File: src/rtl/fwd_pkg.sv
package fwd_pkg;
  typedef struct packed {
    logic discard;
    logic unk_vlan;
    logic sec_viol;
  } fwd_verdict_t;
endpackage

File: src/rtl/fwd_screen.sv
module fwd_screen #(
  parameter int NP = 28,
  localparam int PW = $clog2(NP)
) (
  input  logic [PW-1:0]        src_port,
  input  logic                 vlan_known,
  input  logic [NP-1:0]        vlan_members,
  input  logic                 src_found,
  input  logic                 src_secure,
  input  logic                 src_moved,
  output fwd_pkg::fwd_verdict_t verdict
);
  logic is_member;
  logic sec_hit;

  assign is_member = vlan_members[src_port];
  assign sec_hit   = src_found & src_secure & src_moved;

  always_comb begin
    verdict.unk_vlan = ~vlan_known;
    verdict.sec_viol = sec_hit;
    verdict.discard  = ~vlan_known | ~is_member | sec_hit;
  end
endmodule

File: src/rtl/fwd_base_mask.sv
module fwd_base_mask #(
  parameter int NP = 28,
  localparam int PW = $clog2(NP)
) (
  input  logic [PW-1:0] src_port,
  input  logic [NP-1:0] vlan_members,
  input  logic          dst_found,
  input  logic          dst_multicast,
  input  logic [NP-1:0] dst_mask,
  input  logic          src_found,
  input  logic [NP-1:0] unk_src_mask,
  input  logic [NP-1:0] stop_mask,
  output logic [NP-1:0] code
);
  logic [NP-1:0] src_oh;
  logic [NP-1:0] start;
  logic [NP-1:0] widened;

  for (genvar g = 0; g < NP; g++) begin : g_src
    assign src_oh[g] = (src_port == PW'(g));
  end

  assign start   = (dst_multicast | ~dst_found) ? vlan_members : dst_mask;
  assign widened = src_found ? start : (start | (unk_src_mask & vlan_members));
  assign code    = widened & ~stop_mask & ~src_oh;
endmodule

File: src/rtl/fwd_mirror.sv
module fwd_mirror #(
  parameter int NP = 28,
  localparam int PW = $clog2(NP)
) (
  input  logic [NP-1:0] code_in,
  input  logic [PW-1:0] src_port,
  input  logic          mirror_en,
  input  logic [PW-1:0] mirror_port,
  input  logic [PW-1:0] uplink_port,
  input  logic [NP-1:0] stop_mask,
  output logic [NP-1:0] code_out
);
  logic [NP-1:0] up_oh;
  logic          hit;
  logic          up_ok;

  for (genvar g = 0; g < NP; g++) begin : g_up
    assign up_oh[g] = (uplink_port == PW'(g));
  end

  assign hit      = (src_port == mirror_port) | code_in[mirror_port];
  assign up_ok    = (src_port != uplink_port) & ~stop_mask[uplink_port];
  assign code_out = (mirror_en & hit & up_ok) ? (code_in | up_oh) : code_in;
endmodule

File: src/rtl/fwd_mask_resolver.sv
module fwd_mask_resolver #(
  parameter int NP = 28,
  localparam int PW = $clog2(NP)
) (
  input  logic          clk,
  input  logic          rst,
  input  logic          in_valid,
  input  logic [PW-1:0] src_port,
  input  logic          vlan_known,
  input  logic [NP-1:0] vlan_members,
  input  logic          dst_found,
  input  logic          dst_multicast,
  input  logic [NP-1:0] dst_mask,
  input  logic          src_found,
  input  logic          src_secure,
  input  logic          src_moved,
  input  logic [NP-1:0] unk_src_mask,
  input  logic [NP-1:0] disabled_mask,
  input  logic [NP-1:0] tx_block_mask,
  input  logic          mirror_en,
  input  logic [PW-1:0] mirror_port,
  input  logic [PW-1:0] uplink_port,
  input  logic          lshare_en,
  output logic          out_valid,
  output logic [NP-1:0] out_mask,
  output logic          out_discard,
  output logic          ev_unk_vlan,
  output logic          ev_sec_viol,
  output logic          out_trunk_adj
);
  fwd_pkg::fwd_verdict_t verdict;
  logic [NP-1:0] stop_mask;
  logic [NP-1:0] base_code;
  logic [NP-1:0] mir_code;
  logic [PW-1:0] src_q;

  assign stop_mask = disabled_mask | tx_block_mask;

  fwd_screen #(.NP(NP)) u_screen (
    .src_port(src_port), .vlan_known(vlan_known), .vlan_members(vlan_members),
    .src_found(src_found), .src_secure(src_secure), .src_moved(src_moved),
    .verdict(verdict)
  );

  fwd_base_mask #(.NP(NP)) u_base (
    .src_port(src_port), .vlan_members(vlan_members), .dst_found(dst_found),
    .dst_multicast(dst_multicast), .dst_mask(dst_mask), .src_found(src_found),
    .unk_src_mask(unk_src_mask), .stop_mask(stop_mask), .code(base_code)
  );

  fwd_mirror #(.NP(NP)) u_mirror (
    .code_in(base_code), .src_port(src_port), .mirror_en(mirror_en),
    .mirror_port(mirror_port), .uplink_port(uplink_port), .stop_mask(stop_mask),
    .code_out(mir_code)
  );

  always_ff @(posedge clk) begin
    if (rst) begin
      out_valid     <= 1'b0;
      out_mask      <= '0;
      out_discard   <= 1'b0;
      ev_unk_vlan   <= 1'b0;
      ev_sec_viol   <= 1'b0;
      out_trunk_adj <= 1'b0;
      src_q         <= '0;
    end else begin
      out_valid <= in_valid;
      if (in_valid) begin
        out_mask      <= verdict.discard ? '0 : mir_code;
        out_discard   <= verdict.discard;
        ev_unk_vlan   <= verdict.unk_vlan;
        ev_sec_viol   <= verdict.sec_viol;
        out_trunk_adj <= lshare_en & ~verdict.discard;
        src_q         <= src_port;
      end
    end
  end

  p_valid_follow_r1: assert property (@(posedge clk) disable iff (rst)
    out_valid == $past(in_valid));
  p_unk_vlan_drop_r2: assert property (@(posedge clk) disable iff (rst)
    ev_unk_vlan |-> out_discard);
  p_sec_drop_r4: assert property (@(posedge clk) disable iff (rst)
    ev_sec_viol |-> out_discard);
  p_no_stopped_r7: assert property (@(posedge clk) disable iff (rst)
    out_valid |-> (out_mask & $past(stop_mask)) == '0);
  p_no_src_r7: assert property (@(posedge clk) disable iff (rst)
    out_valid |-> !out_mask[src_q]);
  p_drop_empty_r10: assert property (@(posedge clk) disable iff (rst)
    out_discard |-> (out_mask == '0 && !out_trunk_adj));
endmodule

File: config.mk
export PLATFORM = sky130hd
export DESIGN_NAME = fwd_mask_resolver
export DESIGN_NICKNAME = d
export VERILOG_FILES = /design/src/rtl/fwd_pkg.sv /design/src/rtl/fwd_screen.sv /design/src/rtl/fwd_base_mask.sv /design/src/rtl/fwd_mirror.sv /design/src/rtl/fwd_mask_resolver.sv
export SDC_FILE = /design/constraint.sdc
export NUM_CORES = 1
export LEC_CHECK = 0
export CELL_PAD_IN_SITES_DETAIL_PLACEMENT = 0
export CELL_PAD_IN_SITES_GLOBAL_PLACEMENT = 2
export CORE_MARGIN = 2
export CORE_UTILIZATION = 34
export CTS_CLUSTER_SIZE = 25
export DETAILED_ROUTE_END_ITERATION = 16
export DONT_BUFFER_PORTS = 1
export MAX_ROUTING_LAYER = met4
export PLACE_DENSITY = 0.78
export SLEW_MARGIN = 20
export SYNTH_ARGS = -nofsm -noshare
export SYNTH_HDL_FRONTEND = slang
export SYNTH_SLANG_ARGS = --single-unit
File: constraint.sdc
create_clock -name clk -period 2.6 [get_ports clk]
set_clock_uncertainty 0.05 [all_clocks]
set_input_delay 0.39 -clock clk [delete_from_list [all_inputs] [get_ports clk]]
set_output_delay 0.39 -clock clk [all_outputs]
set_load 0.01 [all_outputs]
# ---- Word level (Yosys, flattened, before mapping)
# Index checks and enable logic that the tools add are counted.
dict set report totals {
  register_bits 33
  output_inout_bits 33
  word_cells 100
}
dict set report op_classes {
  magnitude_cmp 3
  n_eq_ne 56
  n_mux 10
  n_bitwise 23
  n_reduce_logical 2
}
# operator n
set op_table {}
lappend op_table {{$eq A5 B5 Y1 const B} 24}
lappend op_table {{$mux W28} 4}
lappend op_table {{$and A28 B28 Y28} 3}
lappend op_table {{$or A28 B28 Y28} 3}
lappend op_table {{$eq A5 B4 Y1 const B} 16}
lappend op_table {{$not A28 Y28} 2}
lappend op_table {{$eq A5 B3 Y1 const B} 8}
lappend op_table {{$eq A5 B2 Y1 const B} 4}
lappend op_table {{$lt A5 B6 Y1 const B} 3}
lappend op_table {{$bmux W1 S5} 3}
lappend op_table {{$eq A5 B1 Y1 const B} 2}
lappend op_table {{$logic_not A5 Y1} 2}
lappend op_table {{$and A1 B1 Y1} 6}
lappend op_table {{$eq A5 B5 Y1} 1}
lappend op_table {{$ne A5 B5 Y1} 1}
lappend op_table {{$not A1 Y1} 5}
lappend op_table {{$or A1 B1 Y1} 4}
lappend op_table {{$mux W1} 3}

# ---- Depth between registers and ports, before layout
dict set report logic_depth {
  word_depth 14
  depth_mapped 12
  depth_no_buf 8
}

# ---- Modules after synthesis
# From an unflattened synthesis, not the netlist that was laid out.
dict set report unflattened {
  hier_cells 485
  area_unflattened_um2 3903.7
}
# mod n_inst cells_per_inst area_per_inst_um2 seq_area_each_um2
set by_module_without_submodules {}
lappend by_module_without_submodules {fwd_mask_resolver 1 169 1540.2 660.6}
lappend by_module_without_submodules {fwd_mirror 1 153 1224.9 0.0}
lappend by_module_without_submodules {fwd_base_mask 1 136 852.1 0.0}
lappend by_module_without_submodules {fwd_screen 1 27 286.5 0.0}

# ---- Worst setup path after synthesis
# Ideal clock, no wire load.
dict set report synth_path {
  path_type {in2reg}
  startpoint {in src_port[3]}
  endpoint {reg out_mask[12]}
  setup_time_ns 0.129
  arrival_time_ns 2.253
  required_time_ns 2.421
  setup_slack_ns 0.169
  cell_stages 10
  path_buffers 2
  cell_sequence {buf_2 > or3_1 > nor3_1 > a2111oi_2 > a22oi_1 > a311o_1 > o2111ai_2 > nor3_4 > buf_4 > o41ai_2}
}
dict set report synth_between {
  elab_chain_cells 10
  word_cells_on_any_way 46
  classes_between {eq/ne (29); mux (6); bitwise (10); reduce/logical (1)}
}
# item line_no
set synth_rtl {}
lappend synth_rtl {{start, declared} fwd_mask_resolver.sv:8} ;# input logic [PW-1:0] src_port,
lappend synth_rtl {{$eq A5 B1 Y1, or another cell as far along} fwd_base_mask.sv:20} ;# assign src_oh[g] = (src_port == PW'(g));
lappend synth_rtl {{$not A28 Y28} fwd_base_mask.sv:25} ;# assign code = widened & ~stop_mask & ~src_oh;
lappend synth_rtl {{$and A28 B28 Y28} fwd_base_mask.sv:25}
lappend synth_rtl {{$bmux W1 S5} fwd_mirror.sv:21} ;# assign hit = (src_port == mirror_port) | code_in[mirror_port];
lappend synth_rtl {{$mux W1 (implied by the code)} fwd_mirror.sv:21}
lappend synth_rtl {{$or A1 B1 Y1} fwd_mirror.sv:21}
lappend synth_rtl {{$and A1 B1 Y1 (2 in series)} fwd_mirror.sv:23} ;# assign code_out = (mirror_en & hit & up_ok) ? (code_in | up_oh) : code_in;
lappend synth_rtl {{$mux W28} fwd_mirror.sv:23}
lappend synth_rtl {{$mux W28 (*)} fwd_mask_resolver.sv:69} ;# out_mask <= verdict.discard ? '0 : mir_code;
lappend synth_rtl {{end signal, assigned} fwd_mask_resolver.sv:69}
lappend synth_rtl {{end, declared} fwd_mask_resolver.sv:25} ;# output logic [NP-1:0] out_mask,
# Every way passes the cells marked *; elsewhere a longest branch is shown, timed or not. The select of a mux whose other input is x is not followed.
# A chain may end at the register's enable or synchronous reset.

# ---- Final worst setup path
dict set report layout_path {
  startpoint {in src_port[2]}
  endpoint {reg out_mask[5]}
}
# Same word-level chain as after synthesis.

==> out/results.ini <==
[cells_and_area]
postLayoutCoreUtil = 0.412
insertedDiodeCount = 0
fillers = 1060
multiInputGateArea_sq_um = 2540
seqCellArea_sq_um = 661
drive_gt1_frac = 0.238
final_cells = 591
layout_common_cells = buf_4, nor2_1, o21ai_0
nets = 623
layout_commonest_cell = buf_4
stdcell_area_sq_um = 4010
area_growth_pct = 17.9

[placement]
port-buffer-count = 0
dp_hpwl_um = 12200
gp_congestion = 0.928
place_area_sq_um = 3840
dp_cells = 581

[floorplanning]
io_pins = 199
fp.coreArea_sq_um = 9730
die_width_um = 104
die-area_sq_um = 10800
die_h_um = 104
rows = 36
initial_utilization = 0.349

[timing]
tns_ps = 0
relSlewSlack = 0.564
setup_viol_count_final = 0
fin_crit_sh = 0.965
slew_viol_final = 0
min_period_ps = 2510
timing.hold.ws_ps = 116
clock.fmax_mhz = 399
hold_viol_final = 0
worstMarginPinSlew_ps = 652

[yosys]
async_flop_share = 0
netlist_area_sq_um = 3400
synth_top_area_frac = 0.194
ys_warn_count = 0
yosysSeqAreaShare = 0.194
yosysUniqueCellTypes = 52
synth_edf_count = 0
yosys-top-cells-area = dfxtp_1, o41ai_2, a22oi_1
synth_area_leader_cell = dfxtp_1
syn_avg_cell_area_sq_um = 7.98
ys.flop_type = dfxtp_1
netlist_instances = 426
syn_nets = 592
yosys_register_bits = 33

[setup_path]
endpoint = out_mask[5]
regToRegStartpoint = out_mask[15]
reg2reg_depth = 2
path_depth = 8
cp_cell_sequence = or3_1 -> nor3_1 -> a2111oi_4 -> a22oi_1 -> a311o_1 -> o2111ai_2 -> nor3_4 -> o41ai_1
r2r-end = out_mask[15]
worstSetupPathType = in2reg
cp_max_fo = 11
crit_family = simple AND/OR/NAND/NOR gates
crit_path_start_kind = primary input
cp-end-kind = register
worst-endpoint-required_ps = 2700
cp_num_buf_inv = 0
critPathMaxStageDelay_ps = 600
r2r_slack_ps = 1730
critPathSlowestCell = nor3_4
crit_start = src_port[2]
cp.arrival_ps = 2610

[power]
power_leakage_nw = 1.50
power_switching_w = 0.000434
power_frac_seq = 0.394
comb_power_share = 0.323
vdd_drop_max_mv = 0.177
intPower_w = 0.000896
p_per_area_nw_per_um2 = 332
power_frac_clock = 0.283
switching_share = 0.326

[clock_tree]
cts_buffers = 5
clk-insertion-delay-late_ps = 280
cts_htree_levels = 2
holdBufCountCts = 0
cts_tree = built
cts.sink_count = 33
root_buffer = clkbuf_8
post-cts-setup-buffers = 0
clockBufferDepth = 2
clkTransAtPathRegs_ps = 70

[drt]
drtIter0Drc = 252
first_pass_iters = 5
drc = 0
wl_per_cell_um = 25.5
dr_total_vias = 3750
wl_um = 15100
postRouteAntennaNets = 0
viasPerCell = 6.35

[job]
cap_violations = 0

[worst_hold_path]
hold_path_class = in2reg

[global_routing]
grt_max_degree = 31
track_usage = 0.277
grt_remaining_overflow = 0
antenna_found_initial = 0
grt_pass1_vias = 3838
grt_pass1_wl_um = 22700

[outcome]
status = finished clean

==> registers in the layout, summed over array words and instances, names as in the netlist <==
name           flops
out_valid          1
out_mask          28
out_trunk_adj      1
ev_sec_viol        1
out_discard        1
ev_unk_vlan        1
==> cell type report <==
class                   count  area share
multi-input cells         340       0.634
clock inverters             2     0.00250
inverters                  17      0.0159
flip-flops and latches     33       0.165
clock buffers               6      0.0181
repair buffers             60       0.123
well taps                 133      0.0415
==> what timing repair did <==
action                     in CTS  in global routing
gates cloned                    1                  1
pin swaps                       1                  1
setup endpoints to repair      15                 28
resized for setup               1                 11
==> layer usage <==
layer | up-vias | share of wire | global-route usage
met5 | - | 0 | -
met4 | 0 | 0.036 | 0.101
met3 | 36 | 0.087 | 0.0758
met2 | 201 | 0.49 | 0.455
met1 | 1799 | 0.39 | 0.326
li1 | 1714 | - | -
==> per-stage QoR <==
stage	total power (W)	setup slack [ps]
after floorplan	0.000825	169
after global placement	0.000941	-285
after detailed placement	0.000945	-323
after CTS	0.00133	29.4
after global routing	0.00141	-29.7
final	0.00133	91.5
==> cells by family after synthesis <==
family,after synthesis,share of synthesized area
multiplexers,10,0.0622
XOR/XNOR,10,0.0258
AND/OR/NAND/NOR,142,0.223
buffers and inverters,55,0.0825
flip-flops,33,0.194
AO/OA/AOI/OAI,176,0.412
==> cell usage after synthesis, types with 3 or more instances <==
library cell / n
buf_4: 7
o31ai_1: 4
mux4_2: 5
inv_1: 17
a22oi_1: 35
dfxtp_1: 33
a2111oi_0: 6
and3_1: 4
a211oi_1: 3
xnor2_1: 5
o41ai_1: 9
a211o_1: 3
nand2b_1: 9
nand3_1: 6
clkbuf_1: 11
mux4_1: 3
buf_2: 14
o22ai_1: 15
buf_6: 4
o21ai_0: 42
a32oi_1: 4
o221ai_1: 3
nor2_1: 45
nand3b_1: 7
nor3_1: 7
or3_1: 3
o41ai_2: 20
a21boi_0: 4
a21oi_1: 16
xor2_1: 5
nand4_1: 3
nand2_1: 22
nor2b_1: 21
a22o_1: 5
==> how the worst min path moves through the flow <==
stage                          start             to  slack (ps)  cells past startpoint
after CTS                        rst      out_valid         110                      1
after detailed placement         rst      out_valid         420                      1
after global placement           rst    ev_sec_viol         410                      1
after floorplan           vlan_known    ev_unk_vlan         440                      1
after global routing             rst  out_trunk_adj         100                      1
final                            rst      out_valid         120                      1
==> power by group through the flow <==
stage	clock network [W]	logic (W)	registers [W]
finish	0.000376	0.000429	0.000525
global route	0.000419	0.000462	0.000525
CTS	0.000385	0.000416	0.000525
detailed placement	0	0.000409	0.000536
global placement	0	0.000405	0.000536
floorplan	0	0.000291	0.000534
Note: power is estimated with default switching activity, not from simulation.
